[config.mk]
export PLATFORM = sky130hd
export DESIGN_NAME = irq_ctrl
export DESIGN_NICKNAME = d
export VERILOG_FILES = /design/src/rtl/irq_pkg.sv /design/src/rtl/irq_flag_bank.sv /design/src/rtl/irq_prio_pick.sv /design/src/rtl/irq_master_en.sv /design/src/rtl/irq_ctrl.sv
export SDC_FILE = /design/constraint.sdc
export NUM_CORES = 1
export LEC_CHECK = 0
export ABC_CLOCK_PERIOD_IN_PS = 1900
export CAP_MARGIN = 20
export CORE_UTILIZATION = 40
export DETAILED_ROUTE_END_ITERATION = 10
export DONT_BUFFER_PORTS = 1
export SYNTH_ARGS = -nofsm -noshare
export SYNTH_HDL_FRONTEND = slang
export SYNTH_SLANG_ARGS = --single-unit
[constraint.sdc]
create_clock -name clk -period 1.9 [get_ports clk]
set_clock_uncertainty 0.1 [all_clocks]
set_input_delay 0.38 -clock clk [delete_from_list [all_inputs] [get_ports clk]]
set_output_delay 0.38 -clock clk [all_outputs]
set_load 0.02 [all_outputs]
[src/rtl/irq_pkg.sv]
package irq_pkg;
  typedef enum logic {
    SEL_FLAG   = 1'b0,
    SEL_ENABLE = 1'b1
  } reg_sel_e;

  localparam int DEF_NUM_SRC     = 5;
  localparam int DEF_DATA_W      = 8;
  localparam int DEF_VEC_W       = 8;
  localparam int DEF_VEC_BASE    = 'h40;
  localparam int DEF_STRIDE_LOG2 = 3;
endpackage

[src/rtl/irq_flag_bank.sv]
module irq_flag_bank #(
  parameter int NUM_SRC = irq_pkg::DEF_NUM_SRC,
  parameter int DATA_W  = irq_pkg::DEF_DATA_W
) (
  input  logic               clk,
  input  logic               rst_n,
  input  logic [NUM_SRC-1:0] req,
  input  logic               wr_flag,
  input  logic               wr_mask,
  input  logic [DATA_W-1:0]  wdata,
  input  logic [NUM_SRC-1:0] clr,
  output logic [NUM_SRC-1:0] flags,
  output logic [NUM_SRC-1:0] mask
);
  logic [NUM_SRC-1:0] flags_n;

  // A software write overrides the dispatch clear; a fresh request always wins.
  always_comb begin
    flags_n = wr_flag ? wdata[NUM_SRC-1:0] : (flags & ~clr);
    flags_n = flags_n | req;
  end

  always_ff @(posedge clk) begin
    if (!rst_n) begin
      flags <= '0;
      mask  <= '0;
    end else begin
      flags <= flags_n;
      if (wr_mask) mask <= wdata[NUM_SRC-1:0];
    end
  end


  req_latched_chk: assert property (@(posedge clk) disable iff (!rst_n)
    (|req) |=> ((flags & $past(req)) == $past(req)));


  mask_write_chk: assert property (@(posedge clk) disable iff (!rst_n)
    wr_mask |=> (mask == $past(wdata[NUM_SRC-1:0])));
endmodule

[src/rtl/irq_prio_pick.sv]
module irq_prio_pick #(
  parameter int NUM_SRC     = irq_pkg::DEF_NUM_SRC,
  parameter int VEC_W       = irq_pkg::DEF_VEC_W,
  parameter int VEC_BASE    = irq_pkg::DEF_VEC_BASE,
  parameter int STRIDE_LOG2 = irq_pkg::DEF_STRIDE_LOG2
) (
  input  logic [NUM_SRC-1:0] pend,
  output logic [NUM_SRC-1:0] grant,
  output logic               any,
  output logic [VEC_W-1:0]   vector
);
  logic [NUM_SRC:0] blocked;

  assign blocked[0] = 1'b0;

  for (genvar i = 0; i < NUM_SRC; i++) begin : g_chain
    assign grant[i]     = pend[i] & ~blocked[i];
    assign blocked[i+1] = blocked[i] | pend[i];
  end

  assign any = blocked[NUM_SRC];

  always_comb begin
    vector = '0;
    for (int i = 0; i < NUM_SRC; i++) begin
      if (grant[i]) vector = vector | VEC_W'(VEC_BASE + (i << STRIDE_LOG2));
    end
  end
endmodule

[src/rtl/irq_master_en.sv]
module irq_master_en (
  input  logic clk,
  input  logic rst_n,
  input  logic cmd_ei,
  input  logic cmd_di,
  input  logic cmd_reti,
  input  logic instr_done,
  input  logic taken,
  output logic ime
);
  logic ei_armed;

  always_ff @(posedge clk) begin
    if (!rst_n) begin
      ime      <= 1'b0;
      ei_armed <= 1'b0;
    end else begin
      if (cmd_di || taken)              ime <= 1'b0;
      else if (cmd_reti)                ime <= 1'b1;
      else if (ei_armed && instr_done)  ime <= 1'b1;

      if (cmd_di || taken)              ei_armed <= 1'b0;
      else if (cmd_ei)                  ei_armed <= 1'b1;
      else if (instr_done)              ei_armed <= 1'b0;
    end
  end


  di_clears_chk: assert property (@(posedge clk) disable iff (!rst_n)
    cmd_di |=> !ime);


  ime_rise_cause_chk: assert property (@(posedge clk) disable iff (!rst_n)
    $rose(ime) |-> ($past(cmd_reti) || ($past(ei_armed) && $past(instr_done))));
endmodule

[src/rtl/irq_ctrl.sv]
module irq_ctrl #(
  parameter int NUM_SRC     = irq_pkg::DEF_NUM_SRC,
  parameter int DATA_W      = irq_pkg::DEF_DATA_W,
  parameter int VEC_W       = irq_pkg::DEF_VEC_W,
  parameter int VEC_BASE    = irq_pkg::DEF_VEC_BASE,
  parameter int STRIDE_LOG2 = irq_pkg::DEF_STRIDE_LOG2
) (
  input  logic               clk,
  input  logic               rst_n,
  input  logic [NUM_SRC-1:0] periph_req,
  input  logic               reg_wr,
  input  logic               reg_sel,
  input  logic [DATA_W-1:0]  reg_wdata,
  output logic [DATA_W-1:0]  flag_rdata,
  output logic [DATA_W-1:0]  mask_rdata,
  input  logic               cmd_ei,
  input  logic               cmd_di,
  input  logic               cmd_reti,
  input  logic               instr_done,
  output logic               irq_valid,
  input  logic               irq_ack,
  output logic [VEC_W-1:0]   irq_vector,
  output logic               master_en,
  output logic               wake
);
  localparam int PAD_W = DATA_W - NUM_SRC;

  logic [NUM_SRC-1:0] flags, mask, pend, grant, clr;
  logic               any_pend, fire, wr_flag, wr_mask;

  assign wr_flag = reg_wr && (reg_sel == irq_pkg::SEL_FLAG);
  assign wr_mask = reg_wr && (reg_sel == irq_pkg::SEL_ENABLE);
  assign pend    = flags & mask;
  assign fire    = irq_valid & irq_ack;
  assign clr     = grant & {NUM_SRC{fire}};

  irq_flag_bank #(.NUM_SRC(NUM_SRC), .DATA_W(DATA_W)) u_bank (
    .clk(clk), .rst_n(rst_n), .req(periph_req), .wr_flag(wr_flag),
    .wr_mask(wr_mask), .wdata(reg_wdata), .clr(clr),
    .flags(flags), .mask(mask)
  );

  irq_prio_pick #(.NUM_SRC(NUM_SRC), .VEC_W(VEC_W), .VEC_BASE(VEC_BASE),
                  .STRIDE_LOG2(STRIDE_LOG2)) u_pick (
    .pend(pend), .grant(grant), .any(any_pend), .vector(irq_vector)
  );

  irq_master_en u_ime (
    .clk(clk), .rst_n(rst_n), .cmd_ei(cmd_ei), .cmd_di(cmd_di),
    .cmd_reti(cmd_reti), .instr_done(instr_done), .taken(fire), .ime(master_en)
  );

  assign irq_valid  = master_en & any_pend;
  assign wake       = any_pend;
  assign flag_rdata = {{PAD_W{1'b1}}, flags};
  assign mask_rdata = {{PAD_W{1'b0}}, mask};


  take_clears_ime_chk: assert property (@(posedge clk) disable iff (!rst_n)
    fire |=> !master_en);


  take_clears_bit_chk: assert property (@(posedge clk) disable iff (!rst_n)
    (fire && !wr_flag && ((periph_req & grant) == '0)) |=> ((flags & $past(grant)) == '0));


  req_beats_clear_chk: assert property (@(posedge clk) disable iff (!rst_n)
    (fire && ((periph_req & grant) != '0)) |=> ((flags & $past(grant)) != '0));
endmodule

==> flow_summary.toml, run 1 <==
[routing]
drt_first_iter_violations = 15
vias = 654
routed_wl_um = 1720
number_of_nets_with_antenna_violations_after_routing = 0
route.detailed.drc = 0
firstDrtPassIters = 4
routedWlPerCell_um = 15.2
drt-vias-per-instance = 5.79

[setup_path]
cp-start-kind = "flop"
rr_endpoint = "u_bank.flags[4]$_SDFF_PN0_"
worst-setup-path-type = "flop to output port"
worstReg2RegStart = "u_bank.flags[2]$_SDFF_PN0_"
r2r.worst_path.cells = 4
timing.critical_path.arrival_ns = 1.45
critPathRequiredTime_ns = 1.42
max_fo_critical_path = 6
timing.critical_path.slowest_stage_cell = "sky130_fd_sc_hd__a222oi_1"
family_with_the_most_delay_on_the_worst_path = "buffers and inverters"
timing.reg2reg.setup_slack_ns = 0.42
critical_path.cell_chain = "a222oi_1, buf_4, nand4_1, inv_2"
critPathCaptureType = "output port"
worstPathBufferInverterCount = 2
max_stage_delay_ns = 0.34

[clock_tree]
cts_root_buf = "sky130_fd_sc_hd__clkbuf_4"
cts_num_sinks = 12
cts_tree = "built"
clkTransAtPathRegs_ns = 0.08
numCtsBuffers = 3
max_root_sink_buffers = 2
ctsHtreeMaxLevel = 1
clk-insertion-delay-late_ns = 0.27
cts_hold_buffers = 0

[synthesis]
ys_warn_count = 0
yosys.cell_types.count = 25
synthMostInstantiatedCell = "sky130_fd_sc_hd__a21oi_1"
synthDominantCellAreaShare_pct = 35.3
synth_enable_flop_cells = 0
synth_top_cells_by_count = "sky130_fd_sc_hd__a21oi_1 (13), sky130_fd_sc_hd__dfxtp_1 (12), sky130_fd_sc_hd__nand2_1 (12), sky130_fd_sc_hd__buf_4 (10), sky130_fd_sc_hd__nand3_1 (10)"
synth_seq_cells = 12
avgSynthCellArea_um2 = 7.73
synth_area_um2 = 681
part_of_the_yosys_area_used_for_sequential_elements_pct = 35.3
postSynth.asyncResetShare_pct = 0
syn-instance-count = 88
synth_flop_cell = "sky130_fd_sc_hd__dfxtp_1"
synthTopCellsByArea = "sky130_fd_sc_hd__dfxtp_1 (35%), sky130_fd_sc_hd__buf_4 (11%), sky130_fd_sc_hd__a21oi_1 (9.6%), sky130_fd_sc_hd__nand3_1 (7.4%), sky130_fd_sc_hd__nand2_1 (6.6%)"
yosys.area.top_type = "sky130_fd_sc_hd__dfxtp_1"

[floorplan]
ios = 49
chipWidth_um = 43.3
initial_utilization_pct = 44.2
core_area_mm2 = 0.00154
dieArea_mm2 = 0.00187
dieHeight_um = 43.3
num_rows = 14

[global_routing]
largest_net_degree_at_the_start_of_global_routing = 10
global_route.usage.total_pct = 19.5
overflow_left_after_global_routing = 0
first_global_vias = 606
grt_pass1_wl_um = 2660
grt_antenna_before_repair = 0

[power_and_ir_drop]
pwr_density_mw_per_mm2 = 741
peakVddDrop_uv = 381
totalPowerFinal_uw = 567
static-leakage-power_nw = 0.324

[hold_path]
hold_path_startpoint = "reg_wdata[2]"
worst_hold_path_stage_count = 2
hold_class = "input port to flop"
holdPathEnd = "u_bank.mask[2]$_SDFFE_PN0P_"

[timing]
layout_setup_ws_ns = -0.0290
final-hold-violation-count = 0
fmax_ghz = 0.518
final_min_period_over_clock_period_pct = 102
finalSetupViolations = 2
final_period_minus_worst_setup_slack_ns = 1.93
rsz0062_at_grt = "true"
drv_slew = 0

[finish]
areaGrowthSynthToFinish_pct = 12.5
nNetsFinal = 121
finish.cell_count_without_fillers = 113
fillerInstances = 160
final_layout_size_suffix_gt1_share_pct = 22.7
antennaDiodeCount = 0

[run_status]
failing_checks = "setup timing"
outcome = "finished, violations left"

[placed_design]
placed_cells_incl_taps = 110
detailed_place_hpwl_um = 1280
placer_congestion_estimate = 0.791
portBuffers = 0
dpl_worst_slack_ns = 0.261

[flow_run]
max_cap_violations = 0
## what timing repair did
item | 4_1_cts | 5_1_grt
resized for setup | 1 | 4
setup endpoints to repair | 1 | 6
pin swaps | 1 | 1
hold endpoints to repair | 0 | 0
buffers inserted | 0 | 0
## layout by cell type, fill, tap and decap left out
master | Yosys | routed
sky130_fd_sc_hd__and2_4 | 0 | 1
sky130_fd_sc_hd__nand2_1 | 12 | 11
sky130_fd_sc_hd__a311o_1 | 2 | 2
sky130_fd_sc_hd__clkinv_1 | 1 | 1
sky130_fd_sc_hd__nand2_2 | 0 | 1
sky130_fd_sc_hd__inv_2 | 0 | 1
sky130_fd_sc_hd__nor3b_1 | 1 | 1
sky130_fd_sc_hd__a22o_2 | 1 | 1
sky130_fd_sc_hd__inv_1 | 4 | 3
sky130_fd_sc_hd__a211o_1 | 1 | 1
sky130_fd_sc_hd__nand2b_1 | 2 | 2
sky130_fd_sc_hd__nand4_1 | 1 | 1
sky130_fd_sc_hd__dfxtp_2 | 0 | 3
sky130_fd_sc_hd__a222oi_1 | 1 | 1
sky130_fd_sc_hd__nor2b_1 | 1 | 1
sky130_fd_sc_hd__a21oi_1 | 13 | 12
sky130_fd_sc_hd__a21oi_2 | 0 | 1
sky130_fd_sc_hd__mux2_2 | 1 | 1
sky130_fd_sc_hd__and2_1 | 2 | 1
sky130_fd_sc_hd__buf_6 | 0 | 2
sky130_fd_sc_hd__dfxtp_1 | 12 | 9
sky130_fd_sc_hd__a31oi_1 | 1 | 1
sky130_fd_sc_hd__a211oi_1 | 3 | 3
sky130_fd_sc_hd__buf_4 | 10 | 8
sky130_fd_sc_hd__clkbuf_4 | 0 | 3
sky130_fd_sc_hd__nand3_1 | 10 | 10
sky130_fd_sc_hd__and3b_1 | 1 | 1
sky130_fd_sc_hd__nor3_1 | 2 | 2
sky130_fd_sc_hd__o221a_1 | 1 | 1
sky130_fd_sc_hd__o211ai_1 | 1 | 1
sky130_fd_sc_hd__conb_1 | 2 | 10
## metal layers
metal | part of all wire [%] | vias up | wire, µm | GRT usage (%)
li1 | - | 316 | - | -
met1 | 42 | 297 | 717 | 22.5
met2 | 47 | 36 | 816 | 31.6
met3 | 9.0 | 5 | 155 | 6.81
met4 | 1.8 | 0 | 31 | 9.09
met5 | 0 | - | 0 | 0
## per-stage QoR
step                TNS (ns)  instance area, µm²  utilization (%)  hold WS [ns]
floorplan             -0.116                 717                -         0.398
global route          -0.223                 766             49.7         0.138
global placement           0                 729             47.3         0.410
detailed placement         0                 729             47.3         0.420
finish               -0.0491                 766             49.7         0.136
CTS                  -0.0301                 752             48.8         0.140
## state kept, by name, summed over array words and instances (netlist names)
name	cells
u_bank.mask	5
u_bank.flags	5
u_ime.ei_armed	1
u_ime.ime	1
## cell type report
type / count / area [µm²] / share of cell area [%]
timing repair buffer: 10 / 82.6 / 10.8
inverter: 5 / 18.8 / 2.45
tap: 16 / 20.0 / 2.61
multi-input combinational: 67 / 378 / 49.3
clock buffer: 3 / 22.5 / 2.94
sequential: 12 / 244 / 31.9
## worst max path at each step
| stage | start | endpoint | slack (ns) | cells past startpoint |
|---|---|---|---|---|
| floorplan | u_bank.mask[2]$_SDFFE_PN0P_ | irq_valid | -0.12 | 3 |
| global placement | u_bank.mask[2]$_SDFFE_PN0P_ | irq_vector[5] | 0.27 | 4 |
| detailed placement | u_bank.mask[2]$_SDFFE_PN0P_ | irq_vector[5] | 0.26 | 4 |
| CTS | u_bank.flags[2]$_SDFF_PN0_ | irq_vector[5] | -0.03 | 4 |
| global route | u_bank.flags[2]$_SDFF_PN0_ | irq_vector[5] | -0.09 | 4 |
| finish | u_bank.flags[2]$_SDFF_PN0_ | irq_vector[5] | -0.03 | 4 |
## logic make-up after synthesis
logic type | after synthesis | share of synthesized area, %
compound gates | 24 | 23.7
buf+inv | 17 | 14.9
flops | 12 | 35.3
mux | 1 | 1.65
other cells | 2 | 1.10
simple gates | 32 | 23.3
## power breakdown
part	switching (mW)	internal, mW
Clock	0.0855	0.0734
Sequential	0.0192	0.267
Combinational	0.0764	0.0452
No activity file was read; power rests on OpenSTA's default activity.
==> inputs of run 2 (changes only) <==
--- a/config.mk
+++ b/config.mk
@@ -5,11 +5,11 @@
 export SDC_FILE = /design/constraint.sdc
 export NUM_CORES = 1
 export LEC_CHECK = 0
-export ABC_CLOCK_PERIOD_IN_PS = 1900
 export CAP_MARGIN = 20
 export CORE_UTILIZATION = 40
 export DETAILED_ROUTE_END_ITERATION = 10
 export DONT_BUFFER_PORTS = 1
 export SYNTH_ARGS = -nofsm -noshare
 export SYNTH_HDL_FRONTEND = slang
+export SYNTH_HIERARCHICAL = 1
 export SYNTH_SLANG_ARGS = --single-unit
==> flow_summary.toml, run 2 <==
[placed_design]
placer_congestion_estimate = 0.738
portBuffers = 0
detailed_place.area_um2 = 827
detailed_place_hpwl_um = 1150
dpl_worst_slack_ns = 0.118

[setup_path]
timing.reg2reg.setup_slack_ns = 0.11
critPathCaptureType = "output port"
critical_path.cell_chain = "and2_1, nor2_2, buf_4, and3_1, buf_4"
max_stage_delay_ns = 0.31
worst_path_most_repeated_cell = "sky130_fd_sc_hd__buf_4"
timing.critical_path.arrival_ns = 1.33
worst-setup-path-type = "flop to output port"
cp-start-kind = "flop"
family_with_the_most_delay_on_the_worst_path = "simple AND/OR/NAND/NOR gates"
timing.critical_path.slowest_stage_cell = "sky130_fd_sc_hd__dfxtp_1"
critPathRequiredTime_ns = 1.42
worstPathBufferInverterCount = 2
max_fo_critical_path = 3

[floorplan]
initial_utilization_pct = 43.1
chipWidth_um = 45.4
num_rows = 15
dieHeight_um = 45.4
dieArea_mm2 = 0.00206
ios = 49
core_area_mm2 = 0.00175

[global_routing]
first_global_vias = 575
largest_net_degree_at_the_start_of_global_routing = 12
grt_pass1_wl_um = 2330
overflow_left_after_global_routing = 0
global_route.usage.total_pct = 16.4
grt_antenna_before_repair = 0

[timing]
fmax_ghz = 0.553
final.setup.tns_ns = 0
final-hold-violation-count = 0
final_period_minus_worst_setup_slack_ns = 1.81
finalSetupViolations = 0
maxSlewHeadroom_pct = 54.2
layout_setup_ws_ns = 0.0927
tightestPinTransition_ns = 0.685
rsz0062_at_grt = "true"
final_min_period_over_clock_period_pct = 95.1
drv_slew = 0

[finish]
final_layout_size_suffix_gt1_share_pct = 26.0
layout.cell_area.non_filler_um2 = 878
most_frequent_cells_in_the_layout = "sky130_fd_sc_hd__buf_4 (16), sky130_fd_sc_hd__dfxtp_1 (12), sky130_fd_sc_hd__conb_1 (10)"
areaGrowthSynthToFinish_pct = 16.8
finish.utilization_pct = 50.3
nNetsFinal = 123
antennaDiodeCount = 0
final_common_cell = "sky130_fd_sc_hd__buf_4"
reg_top3 = "u_bank/flags (5), u_bank/mask (5)"

[clock_tree]
clk-insertion-delay-late_ns = 0.27
ctsHtreeMaxLevel = 1
cts_root_buf = "sky130_fd_sc_hd__clkbuf_4"
cts_hold_buffers = 0
clkTransAtPathRegs_ns = 0.07
cts_num_sinks = 12
numCtsBuffers = 3
max_root_sink_buffers = 2
cts_tree = "built"

[synthesis]
postSynth.asyncResetShare_pct = 0
synthDominantCellAreaShare_pct = 31.9
synth_area_um2 = 752
part_of_the_yosys_area_used_for_sequential_elements_pct = 31.9
synth_top_cells_by_count = "sky130_fd_sc_hd__buf_4 (12), sky130_fd_sc_hd__dfxtp_1 (12), sky130_fd_sc_hd__a21oi_1 (7), sky130_fd_sc_hd__and2_1 (7)"
ys_warn_count = 6
synth_enable_flop_cells = 0
synthTopCellsByArea = "sky130_fd_sc_hd__dfxtp_1 (32%), sky130_fd_sc_hd__buf_4 (12%), sky130_fd_sc_hd__or3b_1 (7.0%), sky130_fd_sc_hd__mux2i_1 (6.7%), sky130_fd_sc_hd__and2_1 (5.8%)"
synth_seq_cells = 12
yosys.cell_types.count = 22
synth_flop_cell = "sky130_fd_sc_hd__dfxtp_1"
yosys.area.top_type = "sky130_fd_sc_hd__dfxtp_1"
syn-instance-count = 86
avgSynthCellArea_um2 = 8.74

[flow_run]
max_cap_violations = 0

[routing]
routed_wl_um = 1500
drt-vias-per-instance = 4.76
routedWlPerCell_um = 12.0
number_of_nets_with_antenna_violations_after_routing = 0
drt_first_iter_violations = 18
route.detailed.drc = 0
vias = 595
firstDrtPassIters = 4

[power_and_ir_drop]
peakVddDrop_uv = 319
pwr_density_mw_per_mm2 = 697
static-leakage-power_nw = 0.401

[hold_path]
hold_class = "input port to flop"

[run_status]
outcome = "finished, final reports clean"
-- run 2: cell types whose count changed after synthesis, sizes merged, moves of 4 or more --
| cell | before | now |
|---|---|---|
| nand3 | 10 | 0 |
| nor2 | 0 | 4 |
| a21boi | 0 | 5 |
| and2 | 2 | 8 |
| buf | 10 | 14 |
| nor2b | 1 | 6 |
| mux2i | 0 | 5 |
| nand2 | 12 | 0 |
| a21oi | 13 | 7 |
| or3b | 0 | 6 |
| and4 | 0 | 5 |
-- run 2: layer usage --
metal	GRT usage [%]	wire, µm	vias up	share of wire, %
met3	7.60	115	0	7.7
met5	0	0	-	0
met2	26.4	748	22	50
met4	5.45	0	0	0
met1	19.2	635	271	42
li1	-	-	302	-
-- run 2: per-stage QoR --
step / hold slack [ns] / total power [mW] / cells
3_5_place_dp: 0.361 / 0.413 / 120
3_3_place_gp: 0.359 / 0.412 / 120
6_report: 0.132 / 0.612 / 125
5_1_grt: 0.115 / 0.647 / 125
4_1_cts: 0.125 / 0.619 / 125
2_1_floorplan: 0.347 / 0.393 / 93
-- run 2: report_power, final --
group | leakage, nW | total, mW | switching, mW | internal, mW
sequential | 0.0993 | 0.277 | 0.0102 | 0.267
combinational | 0.281 | 0.136 | 0.0807 | 0.0555
clock | 0.0210 | 0.199 | 0.0826 | 0.116
-- run 2: layout make-up --
cell class	instances	area, µm²
well taps	25	31.3
clock buffers	4	36.3
repair buffers	17	131
fillers	182	867
multi-input cells	65	432
inverters	2	7.51
flip-flops and latches	12	240
-- run 2: worst paths after layout --
path | startpoint | to | cells after the start
worst min register to register | u_ime/ei_armed$_SDFFE_PP0P_ | u_ime/ei_armed$_SDFFE_PP0P_ | 2
worst max-delay path | u_bank/flags[2]$_SDFF_PN0_ | irq_vector[5] | 5
worst min-delay path | cmd_ei | u_ime/ei_armed$_SDFFE_PP0P_ | 2
worst max register to register | u_bank/flags[0]$_SDFF_PN0_ | u_bank/flags[3]$_SDFF_PN0_ | 7
-- run 2: worst reg2reg max path, delay by kind of cell (launching register included) --
| family | cells | cell delay [ns] |
|---|---|---|
| compound gates | 1 | 0.12 |
| buf+inv | 1 | 0.18 |
| flops | 1 | 0.31 |
| simple gates | 5 | 1.01 |
-- run 2: cell families after synthesis --
logic type      count (synthesis)  synth area share (%)
compound gates                 13                  10.6
buf+inv                        16                  15.1
flops                          12                  31.9
mux                             5                  6.66
other cells                     3                  1.50
simple gates                   37                  34.1
-- run 2: what timing repair did --
item / 4_1_cts / 5_1_grt
setup buffers: 1 / 0
pin swaps: 1 / 2
setup endpoints to repair: 2 / 6
gates resized for setup: 0 / 3
==> inputs of run 3 (changes only) <==
==> constraint.sdc (replaced) <==
create_clock -name clk -period 1.9 [get_ports clk]
set_clock_uncertainty 0.1 [all_clocks]
set_input_delay 0.095 -clock clk [delete_from_list [all_inputs] [get_ports clk]]
set_output_delay 0.095 -clock clk [all_outputs]
set_load 0.02 [all_outputs]
==> flow_summary.toml, run 3 (synthesized netlist as in run 2, its figures left out) <==
[finish]
areaGrowthSynthToFinish_pct = 37.4
finish.cell_count_without_fillers = 141
reg_top3 = "u_bank/flags (5), u_bank/mask (5)"
nNetsFinal = 139
most_frequent_cells_in_the_layout = "sky130_fd_sc_hd__dlygate4sd3_1 (17), sky130_fd_sc_hd__buf_4 (16), sky130_fd_sc_hd__dfxtp_1 (12)"
final_layout_size_suffix_gt1_share_pct = 20.7
antennaDiodeCount = 0
layout.cell_area.non_filler_mm2 = 0.00103
fillerInstances = 168
final_common_cell = "sky130_fd_sc_hd__dlygate4sd3_1"

[setup_path]
timing.reg2reg.setup_slack_ns = 0.11
critical_path_destination = "u_bank/flags[3]$_SDFF_PN0_"
worst_setup_path_startpoint = "u_bank/flags[1]$_SDFF_PN0_"
worstReg2RegStart = "u_bank/flags[1]$_SDFF_PN0_"
cp-start-kind = "flop"
critPathCaptureType = "flop"
rr_endpoint = "u_bank/flags[3]$_SDFF_PN0_"
worst-setup-path-type = "flop to flop"
timing.critical_path.arrival_ns = 1.90
max_fo_critical_path = 6
critPathRequiredTime_ns = 2.01
r2r.worst_path.cells = 7

[power_and_ir_drop]
p_sw_share_pct = 28.9
share_comb_of_total_power_pct = 25.7
peakVddDrop_uv = 342
power.clock.fraction_pct = 31.5
static-leakage-power_nw = 0.467
seq_power_share_pct = 42.8
p_switching_uw = 187
pwr_density_mw_per_mm2 = 625
cellInternalPower_uw = 460
totalPowerFinal_uw = 646

[global_routing]
grt_pass1_wl_um = 2820
first_global_vias = 667
largest_net_degree_at_the_start_of_global_routing = 12
overflow_left_after_global_routing = 0
global_route.usage.total_pct = 19.5
grt_antenna_before_repair = 0

[flow_run]
max_cap_violations = 0

[floorplan]
dieHeight_um = 45.4
num_rows = 15
dieArea_mm2 = 0.00206
core_area_mm2 = 0.00175
ios = 49
chipWidth_um = 45.4
initial_utilization_pct = 43.1

[clock_tree]
cts_num_sinks = 12
ctsHtreeMaxLevel = 1
clkTransAtPathRegs_ns = 0.07
numCtsBuffers = 3
clk-insertion-delay-late_ns = 0.28
ctsResizeCount = 0
cts_root_buf = "sky130_fd_sc_hd__clkbuf_4"
cts_tree = "built"
max_root_sink_buffers = 2

[placed_design]
detailed_place_hpwl_um = 1200
placer_congestion_estimate = 0.737
portBuffers = 0
detailed_place.area_um2 = 820
placed_cells_incl_taps = 119
dpl_worst_slack_ns = 0.143

[routing]
drt-vias-per-instance = 4.85
route.detailed.drc = 0
number_of_nets_with_antenna_violations_after_routing = 0
firstDrtPassIters = 3
vias = 684
routed_wl_um = 1810
routedWlPerCell_um = 12.8
drt_first_iter_violations = 13

[timing]
rsz0062_at_grt = "false"
maxSlewHeadroom_pct = 52.0
final_period_minus_worst_setup_slack_ns = 1.79
drv_slew = 0
final.setup.tns_ns = 0
finalSetupViolations = 0
layout_setup_ws_ns = 0.114
final_min_period_over_clock_period_pct = 94.0
fmax_ghz = 0.560
tightestPinTransition_ns = 0.719
final-hold-violation-count = 0

[run_status]
outcome = "finished, final reports clean"

[hold_path]
hold_class = "input port to flop"
[run 3: worst max-delay path, stage by stage (launching register included)]
cell and delay [ns]:
sky130_fd_sc_hd__dfxtp_1 0.31, sky130_fd_sc_hd__and2_1 0.19, sky130_fd_sc_hd__nor2_2 0.17, sky130_fd_sc_hd__nand3b_1 0.13, sky130_fd_sc_hd__buf_4 0.17, sky130_fd_sc_hd__and4_1 0.15
sky130_fd_sc_hd__or3b_1 0.38, sky130_fd_sc_hd__a21boi_1 0.12
[run 3: cell type report]
class	count	area (µm²)	area share, %
timing repair buffer	33	290	28.1
sequential	12	240	23.2
clock buffer	4	36.3	3.51
tap	25	31.3	3.03
inverter	2	7.51	0.726
multi-input combinational	65	428	41.4
[run 3: metrics by stage]
| stage | hold slack [ns] | util, % |
|---|---|---|
| finish | 0.0602 | 59.2 |
| floorplan | 0.121 | - |
| global route | 0.0661 | 59.2 |
| global placement | 0.124 | 47.0 |
| CTS | 0.0586 | 58.8 |
| detailed placement | 0.131 | 47.0 |
[run 3: worst min path at each step]
stage,start,to,cells after the start
final,irq_ack,u_ime/ei_armed$_SDFFE_PP0P_,3
after global routing,irq_ack,u_ime/ei_armed$_SDFFE_PP0P_,3
after CTS,irq_ack,u_ime/ei_armed$_SDFFE_PP0P_,3
after detailed placement,rst_n,u_bank/mask[0]$_SDFFE_PN0P_,1
after global placement,rst_n,u_bank/mask[0]$_SDFFE_PN0P_,1
after floorplan,cmd_reti,u_ime/ime$_SDFFE_PP0P_,2
[run 3: routing by layer]
| metal | up-vias | GRT usage, % | routed length, µm |
|---|---|---|---|
| li1 | 337 | - | - |
| met1 | 323 | 20.7 | 691 |
| met2 | 22 | 34.8 | 987 |
| met3 | 2 | 7.60 | 116 |
| met4 | 0 | 6.67 | 16 |
| met5 | - | 0 | 0 |
[run 3: power groups by stage]
stage | Combinational, mW | Sequential (mW) | Clock [mW]
after detailed placement | 0.130 | 0.283 | 0
after global routing | 0.180 | 0.279 | 0.223
final | 0.166 | 0.277 | 0.203
after CTS | 0.163 | 0.277 | 0.209
after global placement | 0.128 | 0.282 | 0
after floorplan | 0.0933 | 0.300 | 0
[run 3: timing repair]
action                                 CTS  global route
setup buffers                            0             1
hold buffers                            17             0
endpoints found under the hold margin   12             0
setup endpoints to repair                0             4
